==> config.mk <==
export PLATFORM = sky130hd
export DESIGN_NAME = spi_chipsel
export DESIGN_NICKNAME = d
export VERILOG_FILES = /design/src/rtl/spi_chipsel_pkg.sv /design/src/rtl/spi_chipsel_dp.sv /design/src/rtl/spi_chipsel_ctrl.sv /design/src/rtl/spi_chipsel.sv
export SDC_FILE = /design/constraint.sdc
export NUM_CORES = 1
export LEC_CHECK = 0
export ABC_AREA = 1
export BUFFER_PORTS_ARGS = -buffer_cell sky130_fd_sc_hd__clkbuf_2
export CELL_PAD_IN_SITES_DETAIL_PLACEMENT = 1
export CELL_PAD_IN_SITES_GLOBAL_PLACEMENT = 1
export CORE_MARGIN = 4
export CORE_UTILIZATION = 31
export DETAILED_ROUTE_END_ITERATION = 7
export GPL_ROUTABILITY_DRIVEN = 0
export PLACE_DENSITY_LB_ADDON = 0.1
export SETUP_SLACK_MARGIN = 0.15
export SYNTH_ARGS = -nofsm -noshare
export SYNTH_HDL_FRONTEND = slang
export SYNTH_SLANG_ARGS = --single-unit
==> constraint.sdc <==
create_clock -name clk -period 2.3 [get_ports clk]
set_input_delay 0.115 -clock clk [delete_from_list [all_inputs] [get_ports clk]]
set_output_delay 0.115 -clock clk [all_outputs]
set_load 0.1 [all_outputs]
==> src/rtl/spi_chipsel_pkg.sv <==
package spi_chipsel_pkg;
  typedef enum logic [1:0] {
    ST_IDLE,
    ST_ACTIVE,
    ST_HOLD,
    ST_SWAP
  } csState_t;

  typedef struct packed {
    logic latch;  // capture candidate code, lines and set index
    logic drive;  // put captured pattern on the lines
    logic go;     // transfer accepted pulse
  } csStrobe_t;
endpackage

==> src/rtl/spi_chipsel_dp.sv <==
module spi_chipsel_dp
  import spi_chipsel_pkg::*;
#(
  parameter int CS_W     = 4,
  parameter int WORD_W   = 32,
  parameter int CODE_LSB = 16,
  parameter int LAST_BIT = 24,
  parameter int BITS_W   = 5,
  parameter int MIN_BITS = 8,
  parameter int MAX_BITS = 16,
  localparam int IDX_W   = $clog2(CS_W),
  localparam int NSETS   = CS_W
) (
  input  logic                    clk,
  input  logic                    rstN,
  input  logic                    varSel,
  input  logic                    decodeEn,
  input  logic [CS_W-1:0]         modeCode,
  input  logic [WORD_W-1:0]       txWord,
  input  logic                    txValid,
  input  logic [NSETS*BITS_W-1:0] cfgBits,
  input  csStrobe_t               stb,
  output logic                    candValid,
  output logic                    candDiffers,
  output logic                    lastQ,
  output logic                    decQ,
  output logic [CS_W-1:0]         npcs,
  output logic [IDX_W-1:0]        cfgIdx,
  output logic [BITS_W-1:0]       bitsPerXfer
);
  logic [WORD_W-1:0] txHeld;
  logic [WORD_W-1:0] srcWord;
  logic [CS_W-1:0]   candCode;
  logic              candLast;
  logic [CS_W-1:0]   candNpcs;
  logic [IDX_W-1:0]  candIdx;
  logic [CS_W-1:0]   dirNpcs;
  logic [IDX_W-1:0]  dirIdx;
  logic              dirHit;
  logic [CS_W-1:0]   heldNpcs;
  logic [IDX_W-1:0]  idxQ;
  logic [BITS_W-1:0] cfgSet [NSETS];
  logic [BITS_W-1:0] selBits;

  always_ff @(posedge clk or negedge rstN) begin
    if (!rstN) txHeld <= '0;
    else if (txValid) txHeld <= txWord;
  end

  // same-cycle word bypasses the holding register
  assign srcWord  = txValid ? txWord : txHeld;
  assign candCode = varSel ? srcWord[CODE_LSB +: CS_W] : modeCode;
  assign candLast = varSel & srcWord[LAST_BIT];

  // direct mode: lowest zero bit wins
  always_comb begin
    dirHit = 1'b0;
    dirIdx = '0;
    for (int i = CS_W - 1; i >= 0; i--) begin
      if (!candCode[i]) begin
        dirHit = 1'b1;
        dirIdx = IDX_W'(i);
      end
    end
    dirNpcs = ~(CS_W'(dirHit) << dirIdx);
  end

  always_comb begin
    if (decodeEn) begin
      candNpcs  = candCode;
      candIdx   = candCode[CS_W-1 -: IDX_W];
      candValid = (candCode != {CS_W{1'b1}});
    end else begin
      candNpcs  = dirNpcs;
      candIdx   = dirIdx;
      candValid = dirHit;
    end
  end

  assign candDiffers = (candNpcs != heldNpcs);

  always_ff @(posedge clk or negedge rstN) begin
    if (!rstN) begin
      heldNpcs <= '1;
      idxQ     <= '0;
      lastQ    <= 1'b0;
      decQ     <= 1'b0;
    end else if (stb.latch) begin
      heldNpcs <= candNpcs;
      idxQ     <= candIdx;
      lastQ    <= candLast;
      decQ     <= decodeEn;
    end
  end

  assign npcs   = stb.drive ? heldNpcs : '1;
  assign cfgIdx = idxQ;

  for (genvar k = 0; k < NSETS; k++) begin : g_sets
    assign cfgSet[k] = cfgBits[k*BITS_W +: BITS_W];
  end

  assign selBits = cfgSet[idxQ];

  always_comb begin
    if (selBits < BITS_W'(MIN_BITS))      bitsPerXfer = BITS_W'(MIN_BITS);
    else if (selBits > BITS_W'(MAX_BITS)) bitsPerXfer = BITS_W'(MAX_BITS);
    else                                  bitsPerXfer = selBits;
  end
endmodule

==> src/rtl/spi_chipsel_ctrl.sv <==
module spi_chipsel_ctrl
  import spi_chipsel_pkg::*;
(
  input  logic      clk,
  input  logic      rstN,
  input  logic      xferStart,
  input  logic      xferDone,
  input  logic      holdCs,
  input  logic      candValid,
  input  logic      candDiffers,
  input  logic      lastQ,
  output csStrobe_t stb
);
  csState_t state, stateNext;
  logic     goQ, goNext, latchNext;

  always_comb begin
    stateNext = state;
    goNext    = 1'b0;
    latchNext = 1'b0;
    unique case (state)
      ST_IDLE: begin
        if (xferStart && candValid) begin
          latchNext = 1'b1;
          goNext    = 1'b1;
          stateNext = ST_ACTIVE;
        end
      end
      ST_ACTIVE: begin
        if (xferDone) stateNext = (holdCs && !lastQ) ? ST_HOLD : ST_IDLE;
      end
      ST_HOLD: begin
        if (!holdCs) begin
          stateNext = ST_IDLE;
        end else if (xferStart) begin
          if (!candValid) begin
            stateNext = ST_IDLE;
          end else if (candDiffers) begin
            latchNext = 1'b1;
            stateNext = ST_SWAP;
          end else begin
            latchNext = 1'b1;
            goNext    = 1'b1;
            stateNext = ST_ACTIVE;
          end
        end
      end
      ST_SWAP: begin
        goNext    = 1'b1;
        stateNext = ST_ACTIVE;
      end
      default: stateNext = ST_IDLE;
    endcase
  end

  always_ff @(posedge clk or negedge rstN) begin
    if (!rstN) begin
      state <= ST_IDLE;
      goQ   <= 1'b0;
    end else begin
      state <= stateNext;
      goQ   <= goNext;
    end
  end

  assign stb.latch = latchNext;
  assign stb.drive = (state == ST_ACTIVE) || (state == ST_HOLD);
  assign stb.go    = goQ;
endmodule

==> src/rtl/spi_chipsel.sv <==
module spi_chipsel
  import spi_chipsel_pkg::*;
#(
  parameter int CS_W     = 4,
  parameter int WORD_W   = 32,
  parameter int BITS_W   = 5,
  localparam int IDX_W   = $clog2(CS_W)
) (
  input  logic                   clk,
  input  logic                   rstN,
  input  logic                   varSel,
  input  logic                   decodeEn,
  input  logic [CS_W-1:0]        modeCode,
  input  logic                   holdCs,
  input  logic                   faultDetEn,
  input  logic [WORD_W-1:0]      txWord,
  input  logic                   txValid,
  input  logic [CS_W*BITS_W-1:0] cfgBits,
  input  logic                   xferStart,
  input  logic                   xferDone,
  output logic [CS_W-1:0]        npcs,
  output logic [IDX_W-1:0]       cfgIdx,
  output logic [BITS_W-1:0]      bitsPerXfer,
  output logic                   modeFaultEn,
  output logic                   xferGo
);
  csStrobe_t stb;
  logic      candValid, candDiffers, lastQ, decQ;

  spi_chipsel_ctrl u_ctrl (
    .clk(clk), .rstN(rstN),
    .xferStart(xferStart), .xferDone(xferDone), .holdCs(holdCs),
    .candValid(candValid), .candDiffers(candDiffers), .lastQ(lastQ),
    .stb(stb)
  );

  spi_chipsel_dp #(.CS_W(CS_W), .WORD_W(WORD_W), .BITS_W(BITS_W)) u_dp (
    .clk(clk), .rstN(rstN),
    .varSel(varSel), .decodeEn(decodeEn), .modeCode(modeCode),
    .txWord(txWord), .txValid(txValid), .cfgBits(cfgBits),
    .stb(stb),
    .candValid(candValid), .candDiffers(candDiffers), .lastQ(lastQ), .decQ(decQ),
    .npcs(npcs), .cfgIdx(cfgIdx), .bitsPerXfer(bitsPerXfer)
  );

  assign xferGo      = stb.go;
  assign modeFaultEn = faultDetEn & ~holdCs;
endmodule

---- Word level (Yosys, flattened, before mapping) ----
Index checks and enable logic that the tools add are counted.
storage, ports and cells
  register bits ........................... 35
  latch bits .............................. 0
  RAM bits ................................ 0
  memory bits (read-only) ................. 0
  bits of input ports ..................... 65
  output and inout bits ................... 13
  logic and storage cells ................. 67
  memories ................................ 0
operators by class
  add/subtract/negate cells ............... 0
  multiply operators ...................... 0
  divide/modulo/power cells ............... 0
  $lt $le $gt $ge ......................... 3
  equality and inequality tests ........... 8
  shift operators ......................... 1
  mux-type cells .......................... 37
  bitwise logic cells ..................... 5
  reduce and logical (&&, ||, !) cells .... 6
operators by type and width
  kind                  count
  $mux W25              1
  $mux W2               12
  $mux W5               4
  $mux W1               13
  $mux W4               3
  $bmux W5 S2           1
  $pmux W2 S4           1
  $gt A5 B5 Y1 const B  1
  $lt A5 B4 Y1 const B  1
  $eq A2 B2 Y1 const B  2
  $ne A4 B4 Y1          1
  $ne A4 B4 Y1 const B  1
  $not A4 Y4            1
  $shl A1 B2 Y4         1
  $ge A3 B3 Y1 const B  1
  $ne A3 B3 Y1 const B  1
  $not A2 Y3            1
  $pmux W1 S3           1
  $reduce_and A3 Y1     1
  $and A1 B1 Y1         2
  $eq A2 B1 Y1 const B  1
  $logic_and A1 B1 Y1   2
  $logic_not A2 Y1      1
  $ne A2 B1 Y1 const B  1
  other kinds (5)       5

---- Depth between registers and ports, before layout ----
Gate-level depths: netlist of the first run.
  depth in word-level cells ............... 15
  gate-level depth with buffers ........... 17

---- Cells and area by module ----
From an unflattened synthesis of the first run, not the netlist that was laid out.
unflattened totals
  cell total of the unflattened synthesis .. 182
  area, all modules ....................... 1,231.2 µm²
by module, submodules not included
  module            instances  cells each  area each (µm²)  sequential area each (µm²)
  spi_chipsel_dp    1          144         948.4            330.3
  spi_chipsel_ctrl  1          36          272.8            75.1
  spi_chipsel       1          2           10.0             0.0

---- Least setup slack after synthesis of the first run ----
OpenSTA, ideal clock, no wires.
  kind .................................... flip-flop to output port
  start point ............................. reg u_dp.idxQ[0] (netlist: u_dp.cfgIdx[0])
  end point ............................... out bitsPerXfer[0]
  data arrival time ....................... 6.473 ns
  required time ........................... 2.185 ns
  slack ................................... -4.288 ns
  cell stages (with the launch flop) ...... 8
  path buffers ............................ 1
  cells stage by stage .................... dfrtp_1 -> buf_2 -> a21oi_1 -> a32oi_1 -> inv_1 -> nand2_1 -> inv_1 -> nor3_1
between the ends
  word-level cells in the longest chain between the ends .. 7
  elaborated cells between the ends (all ways) .. 8
  those cells by class .................... order compare: 2; mux: 5; bitwise: 1
ends and longest elaborated chain
  what                                          line                   source
  from (decl)                                   spi_chipsel_dp.sv:41   logic [IDX_W-1:0] idxQ;
  from (signal assigned)                        spi_chipsel_dp.sv:90   idxQ <= candIdx;
  $not A2 Y3 (implied by the code) *            spi_chipsel_dp.sv:103  assign selBits = cfgSet[idxQ];
  $bmux W5 S2 *                                 spi_chipsel_dp.sv:103
  $mux W5 (implied by the code) * (2 in a row)  spi_chipsel_dp.sv:103
  $gt A5 B5 Y1                                  spi_chipsel_dp.sv:107  else if (selBits > BITS_W'(MAX_BITS)) bitsPerXfer = BITS_W'(MAX_BITS);
  $mux W5                                       spi_chipsel_dp.sv:107
  $mux W5 *                                     spi_chipsel_dp.sv:106  if (selBits < BITS_W'(MIN_BITS)) bitsPerXfer = BITS_W'(MIN_BITS);
  to (decl)                                     spi_chipsel.sv:23      output logic [BITS_W-1:0] bitsPerXfer,
Every way passes the cells marked *; elsewhere a longest branch is shown, timed or not. The select of a mux whose other input is x is not followed.

---- Worst setup path in the final report of the first run ----
Same ends and word-level chain as after synthesis.

==> reports/qor.csv, run 1 <==
stage,metric,value,unit
routing,DRC Markers,0,
worst_hold_path,Hold WC Path Type,input port to flip-flop,
synthesis,Mapped Nets,263,
synthesis,synth cell count leaders,"nand2_1 (62), inv_1 (22), nand2_2 (12), nand3_1 (12)",
grt,GRT overflow,0,
timing,minimum clock period,2.10,ns
synthesis,Ys Warns,0,
pwr,Switching Power,1.98,mW
routing,average wire per cell in the routed design,12.9,µm
routing,Post-Route WL,3860,µm
final_layout,antenna diode count,0,
timing,endpoints failing hold,0,
routing,initial DRC count,27,
setup_path,Worst EP arrival,1.99,ns
final_layout,Final nets,321,
floorplan,Die ar.,5420,µm²
place,pre-CTS WS,0.306,ns
pwr,total power,3.12,mW
synthesis,register area share after synthesis,28.5,%
timing,"Period Utilization, post-route",91.3,%
clocking,cell at the root of the clock tree,clkbuf_8,
floorplan,Std-Cell Rows,23,
routing,post-route ant nets,0,
timing,clock skew,0.00466,ns
routing,via count,1430,
final_layout,area growth from synthesis to layout,38.2,%
routing,number of detailed-route iterations in the first pass,4,
final_layout,share of layout cells above drive strength 1,43.2,%
place,HPWL Detailed,3100,µm
timing,Slew Limit Fails,0,
clocking,clk buf depth,2,
synthesis,ys async rst share,100,%
timing,RSZ-0062 raised after global routing,true,
timing,Final TNS setup,0,ns
timing,Worst-Margin Slew,0.542,ns
grt,number of global-route vias before repair,1426,
synthesis,Synth area leader,dfrtp_1,
synthesis,Synth Instances,193,
floorplan,Die Width,73.6,µm
pwr,Clock power frac,7.2,%
clocking,CTS buffer count,3,
synthesis,commonest register cell after synthesis,dfrtp_1,
grt,initial antenna violation count,0,
setup_path,kind of end point of the critical path,primary output,
grt,GRT Util Overall,15.1,%
job,max cap viols,0,
synthesis,post-synth top area share,20.6,%
pwr,Seq pwr share,15.6,%
grt,largest net degree at the start of global routing,16,
synthesis,main area contributors after synthesis,"dfrtp_1 (21%), nand2_1 (17%), dfstp_2 (7.9%), inv_1 (6.2%), nand2_2 (5.6%)",
timing,setup violators final,0,
timing,Max Clock Freq,476,MHz
pwr,Peak supply drop,0.00145,V
grt,global-route wire length before repair,6480,µm
setup_path,critical path startpoint category,flip-flop,
synthesis,number of flops mapped to enable cells by yosys,0,
floorplan,Ports,78,
final_layout,area of the multi-input gates,903,µm²
clocking,H-tree depth,1,
final_layout,fill count,544,
pwr,Leak,0.966,nW
synthesis,count of cell types in the netlist,33,
timing,relative slew slack,64.0,%
final_layout,final core utilization,45.2,%
setup_path,CP Max Fanout,8,
synthesis,synthesized area,1340,µm²
routing,Avg Vias per Cell,4.77,
pwr,internal power,1.14,mW
clocking,Clock Latency Late Sink,0.25,ns
pwr,Logic pwr share,77.2,%
clocking,clk slew on worst S/H paths,0.07,ns
floorplan,Initial Util,32.7,%
timing,Hold WS,0.102,ns
clocking,CTS sink cnt,15,
timing,final setup margin,0.200,ns
setup_path,Worst Path Required,2.18,ns
pwr,Power Density,1690,nW/µm²
floorplan,Core ar.,4090,µm²
clocking,CTS tree,built,
synthesis,cell with the most instances after synthesis,nand2_1,
setup_path,Setup Crit Path Kind,flip-flop to primary output,
place,PortBufs,50,
synthesis,mean post-synth cell area,6.92,µm²
pwr,Net Sw Frac,63.4,%
floorplan,Die Ht,73.6,µm
final_layout,register area,388,µm²
synthesis,register bit total from synthesis,15,
outcome,status,finished clean,
## flip-flops by register name, summed over array words and instances (netlist names)
name           flops
u_ctrl.goQ         1
u_ctrl.state       2
u_dp.cfgIdx        2
u_dp.heldNpcs      4
u_dp.lastQ         1
u_dp.txHeld        5
## critical path, stage by stage (launching register included)
cell	delay, ns
dfrtp_4	0.53
buf_4	0.19
a21oi_1	0.13
a32o_1	0.28
a41oi_4	0.18
nor3_4	0.23
buf_12	0.20
## logic make-up after synthesis
kind of cell | count (synthesis) | share of synthesized area (%)
AOI/OAI and AO/OA | 26 | 12.6
DFF | 15 | 28.5
buffers and inverters | 29 | 9.93
xor gates and xnor gates | 1 | 0.656
and+or+nand+nor | 117 | 43.7
adders and majority gates | 5 | 4.69
## through the flow
stage                     instances  area (µm²)
after global placement          290        1730
after detailed placement        290        1730
after CTS                       297        1800
final                           300        1850
after floorplan                 193        1420
after global routing            300        1850
## routing by layer
| metal | global-route usage, % | wire length (µm) | up-vias |
|---|---|---|---|
| met4 | 1.81 | 13 | 0 |
| li1 | - | - | 732 |
| met3 | 3.15 | 279 | 2 |
| met5 | 0 | 0 | - |
| met1 | 20.2 | 1740 | 656 |
| met2 | 25.5 | 1820 | 40 |
## cells in the final DEF, fill, tap and decap left out, drive strengths merged
master	instances
a32o	1
nor2	15
inv	25
dfrtp	11
clkinvlp	1
dlygate4sd3	1
nor3	3
a21oi	4
buf	7
clkbuf	52
xor2	1
o211ai	1
a32oi	1
o22a	2
o22ai	1
a22oi	1
nand3	19
ha	5
a41oi	1
dfstp	4
o21ai	14
nand2	74
or2	6
## path summary, 6_finish.rpt
| check | start | end | slack [ns] | depth (start not counted) |
|---|---|---|---|---|
| hold reg to reg | u_dp.txHeld[24] | u_dp.txHeld[24] | 0.48 | 2 |
| max in group asynchronous | rstN | u_dp.heldNpcs[2] | 1.65 | 2 |
| setup / recovery | u_dp.cfgIdx[0] | bitsPerXfer[0] | 0.20 | 6 |
| min in group asynchronous | rstN | u_ctrl.goQ | 0.32 | 2 |
| setup reg to reg | u_dp.txHeld[16] | u_ctrl.state[1] | 0.81 | 14 |
| hold / removal | txWord[18] | u_dp.txHeld[18] | 0.10 | 3 |
## power groups by stage
| stage | registers [mW] | logic, mW | clock network (mW) |
|---|---|---|---|
| finish | 0.485 | 2.41 | 0.225 |
| global route | 0.502 | 2.59 | 0.245 |
| CTS | 0.477 | 2.33 | 0.231 |
| detailed placement | 0.507 | 2.25 | 0 |
| global placement | 0.501 | 2.24 | 0 |
| floorplan | 0.632 | 1.69 | 0 |
## cell type report
type | instances | share of cell area, %
multi-input combinational | 149 | 48.9
inverter | 26 | 6.44
sequential | 15 | 21.0
tap | 50 | 3.39
clock buffer | 4 | 2.44
timing repair buffer | 56 | 17.8
## what timing repair did
| item | 4_1_cts | 5_1_grt |
|---|---|---|
| buffers inserted | 2 | 3 |
| pin swaps | 0 | 4 |
| endpoints found under the hold margin | 11 | 0 |
| setup endpoints to repair | 2 | 2 |
| hold buffers | 1 | 0 |
| gates resized for setup | 1 | 6 |
No activity file was read; power rests on OpenSTA's default activity.
==> inputs of run 2 (changes only) <==
--- a/config.mk
+++ b/config.mk
@@ -9,11 +9,10 @@
 export BUFFER_PORTS_ARGS = -buffer_cell sky130_fd_sc_hd__clkbuf_2
 export CELL_PAD_IN_SITES_DETAIL_PLACEMENT = 1
 export CELL_PAD_IN_SITES_GLOBAL_PLACEMENT = 1
-export CORE_MARGIN = 4
 export CORE_UTILIZATION = 31
 export DETAILED_ROUTE_END_ITERATION = 7
 export GPL_ROUTABILITY_DRIVEN = 0
-export PLACE_DENSITY_LB_ADDON = 0.1
+export PLACE_DENSITY_LB_ADDON = 0.15
 export SETUP_SLACK_MARGIN = 0.15
 export SYNTH_ARGS = -nofsm -noshare
 export SYNTH_HDL_FRONTEND = slang
==> run 2 against run 1 <==
Sequential power decreased by 1%. Combinational power about the same. Critical path depth increased by 2. Clock power decreased by 2%. Register-to-register slack got worse by 0.03 ns. Hold slack improved by 0.0045 ns. Routed wire length decreased by 3.9%. Sequential cell count unchanged. Final area decreased by 0.14%. Maximum frequency increased by 0.90%. Critical path type unchanged.
==> reports/qor.csv, run 2 (same netlist as run 1, synthesis figures left out) <==
stage,metric,value,unit
outcome,status,finished clean,
clocking,CTS tree,built,
floorplan,Die Width,67.6,µm
final_layout,most frequent cells in the layout,"nand2_1 (61), clkbuf_2 (49), inv_1 (19)",
clocking,CTS buffer count,3,
place,placed cells,290,
grt,GRT overflow,0,
timing,minimum clock period,2.08,ns
final_layout,Regs by FF count,"u_dp.txHeld: 5 flops, u_dp.heldNpcs: 4 flops",
clocking,Clock Latency Late Sink,0.25,ns
timing,Slew Limit Fails,0,
setup_path,CP Max Fanout,10,
floorplan,Std-Cell Rows,23,
pwr,Power Density,1670,nW/µm²
timing,RSZ-0062 raised after global routing,false,
timing,clock skew,0.00234,ns
pwr,total power,3.09,mW
clocking,cell at the root of the clock tree,clkbuf_8,
job,max cap viols,0,
routing,Post-Route WL,3710,µm
clocking,H-tree depth,1,
floorplan,Die ar.,4570,µm²
routing,post-route ant nets,0,
final_layout,max reg flops,5,
floorplan,Die Ht,67.6,µm
worst_hold_path,hold path startpoint,txWord[18],
pwr,Peak supply drop,0.00141,V
timing,Max Clock Freq,480,MHz
setup_path,highest-delay cell along the critical path,dfrtp_4,
final_layout,Final Non-Filler Cells,301,
setup_path,critical path depth,8,
grt,number of global-route vias before repair,1404,
timing,Worst-Margin Slew,0.543,ns
routing,initial DRC count,17,
timing,setup violators final,0,
setup_path,"delay-heaviest family, CP",buffers and inverters,
clocking,CTS sink cnt,15,
grt,GRT Util Overall,17.2,%
clocking,clk buf depth,2,
final_layout,fill count,545,
setup_path,cell count of the worst reg-to-reg path,11,
setup_path,Worst Path Required,2.18,ns
routing,number of detailed-route iterations in the first pass,4,
setup_path,Critical Path Start,u_dp.cfgIdx[0],
final_layout,Final nets,322,
final_layout,Top reg by flops,u_dp.txHeld,
place,PortBufs,50,
setup_path,kind of end point of the critical path,primary output,
floorplan,Initial Util,32.9,%
final_layout,area growth from synthesis to layout,38.1,%
final_layout,"most common cell after layout, fill and taps aside",nand2_1,
timing,relative slew slack,64.0,%
pwr,Leak,0.968,nW
setup_path,worst r2r src,u_dp.txHeld[17],
final_layout,antenna diode count,0,
worst_hold_path,Hold WC Path Type,input port to flip-flop,
grt,largest net degree at the start of global routing,16,
timing,endpoints failing hold,0,
floorplan,Core ar.,4060,µm²
place,HPWL Detailed,2920,µm
routing,via count,1423,
grt,global-route wire length before repair,5990,µm
grt,initial antenna violation count,0,
routing,Avg Vias per Cell,4.73,
timing,"Period Utilization, post-route",90.5,%
timing,Hold WS,0.107,ns
setup_path,Worst path max stage delay,0.52,ns
setup_path,Worst EP arrival,1.97,ns
worst_hold_path,Hold Path Stages,3,
floorplan,Ports,78,
clocking,clk slew on worst S/H paths,0.07,ns
routing,average wire per cell in the routed design,12.3,µm
setup_path,CP Cell Sequence,"clkinv_4, nand2_2, a32oi_4, clkinvlp_4, nand2_1, inv_2, nor3_4, buf_12",
setup_path,Setup Crit Path Kind,flip-flop to primary output,
routing,DRC Markers,0,
final_layout,share of layout cells above drive strength 1,42.6,%
setup_path,critical path startpoint category,flip-flop,
setup_path,Buffers & Inverters on Critical Path,4,
-- run 2: cell type report --
cell class	instances	area (µm²)	area share, %
Timing Repair Buffer	57	333	18.1
Tap cell	50	62.6	3.39
Multi-Input combinational cell	149	901	48.9
Clock buffer	4	45.0	2.44
Sequential cell	15	388	21.0
Inverter	26	114	6.18
-- run 2: per-layer routing --
layer	vias to the layer above	GRT usage [%]	routed length (µm)
met5	-	0	0
met4	0	5.85	44
met3	6	2.53	234
met2	45	29.8	1740
met1	640	21.5	1690
li1	732	-	-
-- run 2: timing repair --
item | in CTS | in global routing
endpoints found under the hold margin | 11 | 0
setup endpoints to repair | 2 | 2
hold buffers | 1 | 0
resized for setup | 2 | 0
pin swaps | 1 | 0
buffers inserted | 2 | 4
-- run 2: stage by stage --
| step | setup WS, ns | instance area (µm²) | util, % | TNS, ns |
|---|---|---|---|---|
| final | 0.218 | 1840 | 45.4 | 0 |
| after global routing | 0.140 | 1840 | 45.4 | 0 |
| after CTS | 0.175 | 1820 | 44.7 | 0 |
| after detailed placement | 0.289 | 1730 | 42.6 | 0 |
| after global placement | 0.311 | 1730 | 42.6 | 0 |
| after floorplan | -1.26 | 1420 | - | -3.05 |
-- run 2: path summary, 6_finish.rpt --
kind	to	slack (ns)
setup / recovery	bitsPerXfer[1]	0.22
hold / removal	u_dp.txHeld[18]	0.11
setup reg to reg	u_dp.cfgIdx[1]	0.78
hold reg to reg	u_dp.txHeld[18]	0.49
max in group asynchronous	u_dp.cfgIdx[1]	1.64
min in group asynchronous	u_dp.txHeld[16]	0.33
-- run 2: tightest hold or removal path, stage by stage --
cell	delay, ns
clkbuf_2	0.09
nand2_1	0.06
nand2_1	0.06
-- run 2: report_power, final --
part	internal (mW)	total, mW	switching (mW)
combinational	0.620	2.39	1.77
clock	0.123	0.221	0.0979
sequential	0.395	0.478	0.0834
==> inputs of run 3 (changes only) <==
--- a/config.mk
+++ b/config.mk
@@ -9,11 +9,12 @@
 export BUFFER_PORTS_ARGS = -buffer_cell sky130_fd_sc_hd__clkbuf_2
 export CELL_PAD_IN_SITES_DETAIL_PLACEMENT = 1
 export CELL_PAD_IN_SITES_GLOBAL_PLACEMENT = 1
-export CORE_UTILIZATION = 31
+export CORE_UTILIZATION = 30
 export DETAILED_ROUTE_END_ITERATION = 7
 export GPL_ROUTABILITY_DRIVEN = 0
 export PLACE_DENSITY_LB_ADDON = 0.15
 export SETUP_SLACK_MARGIN = 0.15
 export SYNTH_ARGS = -nofsm -noshare
 export SYNTH_HDL_FRONTEND = slang
+export SYNTH_HIERARCHICAL = 1
 export SYNTH_SLANG_ARGS = --single-unit
==> run 3 against run 2 <==
Sequential share of layout area up 3.3 points. Critical path depth down 2. Worst setup slack gained 0.037 ns. Sequential power up 0.8%. Clock skew hardly changed. Combinational power down 25%. Register-to-register slack got worse by 0.28 ns. Cell count shrank 7.6%. Critical endpoint is now bitsPerXfer[0]. Largest power group unchanged.
==> reports/qor.csv, run 3 <==
stage,metric,value,unit
grt,GRT Util Overall,18.3,%
timing,minimum clock period,2.04,ns
timing,Slew Limit Fails,0,
timing,endpoints failing hold,0,
pwr,Peak supply drop,0.000831,V
routing,Avg Vias per Cell,4.86,
clocking,H-tree depth,1,
clocking,CTS buffer count,3,
synthesis,synthesized area,1200,µm²
timing,Final TNS setup,0,ns
grt,largest net degree at the start of global routing,16,
synthesis,Mapped Nets,248,
timing,Max Clock Freq,489,MHz
timing,"Period Utilization, post-route",88.9,%
timing,Worst-Margin Slew,0.543,ns
timing,final setup margin,0.256,ns
timing,relative slew slack,63.9,%
timing,setup violators final,0,
setup_path,cell count of the worst reg-to-reg path,11,
routing,average wire per cell in the routed design,12.4,µm
grt,GRT overflow,0,
place,pre-CTS WS,0.377,ns
final_layout,share of layout cells above drive strength 1,38.3,%
routing,initial DRC count,37,
setup_path,Setup Crit Path Kind,flip-flop to primary output,
clocking,CTS sink cnt,15,
grt,global-route wire length before repair,6140,µm
final_layout,Final Non-Filler Cells,278,
floorplan,Die Ht,65.2,µm
clocking,clk buf depth,2,
floorplan,Std-Cell Rows,22,
place,placed cells,273,
job,max cap viols,0,
place,PortBufs,50,
final_layout,max reg flops,5,
synthesis,Synth Instances,179,
outcome,status,finished clean,
final_layout,antenna diode count,0,
floorplan,Initial Util,32.0,%
final_layout,post-route cell area,1600,µm²
setup_path,critical path startpoint category,flip-flop,
floorplan,Core ar.,3740,µm²
routing,DRC Markers,0,
routing,Post-Route WL,3440,µm
floorplan,Die Width,65.2,µm
setup_path,Worst EP arrival,1.93,ns
clocking,Clock Latency Late Sink,0.24,ns
final_layout,most frequent cells in the layout,"nand2_1 (55), clkbuf_2 (48), inv_1 (15)",
final_layout,Regs by FF count,"u_dp/txHeld: 5 flops, u_dp/heldNpcs: 4 flops",
routing,post-route ant nets,0,
final_layout,"most common cell after layout, fill and taps aside",nand2_1,
synthesis,mean post-synth cell area,6.69,µm²
grt,number of global-route vias before repair,1454,
place,HPWL Detailed,2910,µm
worst_hold_path,Hold Path Stages,3,
setup_path,kind of end point of the critical path,primary output,
pwr,Power Density,1560,nW/µm²
timing,RSZ-0062 raised after global routing,true,
synthesis,Ys Warns,6,
clocking,cell at the root of the clock tree,clkbuf_8,
timing,Hold WS,0.119,ns
final_layout,Final nets,300,
routing,via count,1351,
grt,initial antenna violation count,0,
setup_path,Worst Path Required,2.18,ns
timing,clock skew,0.00255,ns
pwr,Leak,0.864,nW
setup_path,CP Max Fanout,11,
place,total placed instance area,1540,µm²
clocking,clk slew on worst S/H paths,0.06,ns
worst_hold_path,Hold WC Path Type,input port to flip-flop,
routing,number of detailed-route iterations in the first pass,4,
floorplan,Ports,78,
clocking,CTS tree,built,
final_layout,area growth from synthesis to layout,33.2,%
floorplan,Die ar.,4250,µm²
final_layout,Top reg by flops,u_dp/txHeld,
==> run 3: critical path, cell delays in order, from the launching register on <==
cell and delay (ns):
dfrtp_4 0.53, inv_2 0.17, o21ai_0 0.10, o22ai_1 0.22
nand2_4 0.12, a21oi_4 0.11, buf_2 0.43
==> run 3: worst paths after layout <==
kind / from / end / slack [ns]
min in group asynchronous: rstN / u_dp/txHeld[17] / 0.32
setup reg to reg: u_dp/txHeld[17] / u_dp/cfgIdx[0] / 0.50
setup / recovery: u_dp/cfgIdx[0] / bitsPerXfer[0] / 0.26
max in group asynchronous: rstN / u_dp/heldNpcs[2] / 1.66
hold / removal: txWord[24] / u_dp/txHeld[24] / 0.12
hold reg to reg: u_dp/lastQ / u_dp/lastQ / 0.48
==> run 3: power breakdown <==
part           leakage (nW)  switching [mW]  internal, mW
Clock                0.0228          0.0912         0.122
Sequential            0.176          0.0912         0.391
Combinational         0.665            1.41         0.375
==> run 3: through the flow <==
step	total power, mW	util [%]
6_report	2.48	42.6
5_1_grt	2.64	42.6
4_1_cts	2.51	42.6
3_5_place_dp	2.29	41.1
3_3_place_gp	2.24	41.1
2_1_floorplan	2.01	-
==> run 3: timing repair <==
action                                  CTS  global route
endpoints found under the setup margin    0             2
hold buffers                              1             0
resized for setup                         0             2
hold endpoints to repair                 11             0
buffers inserted                          0             0
==> run 3: cell type report <==
class	instances	area [µm²]
Timing Repair Buffer	52	268
Inverter	20	78.8
Tap cell	48	60.1
Multi-Input combinational cell	139	756
Sequential cell	15	388
Fill cell	501	2150
Clock buffer	4	45.0
==> run 3: per-layer routing <==
metal / vias to the layer above / global-route usage (%) / routed length (µm)
met5: - / 0 / 0
li1: 671 / - / -
met1: 639 / 20.9 / 1430
met2: 39 / 35.4 / 1790
met3: 2 / 1.74 / 190
met4: 0 / 5.43 / 23
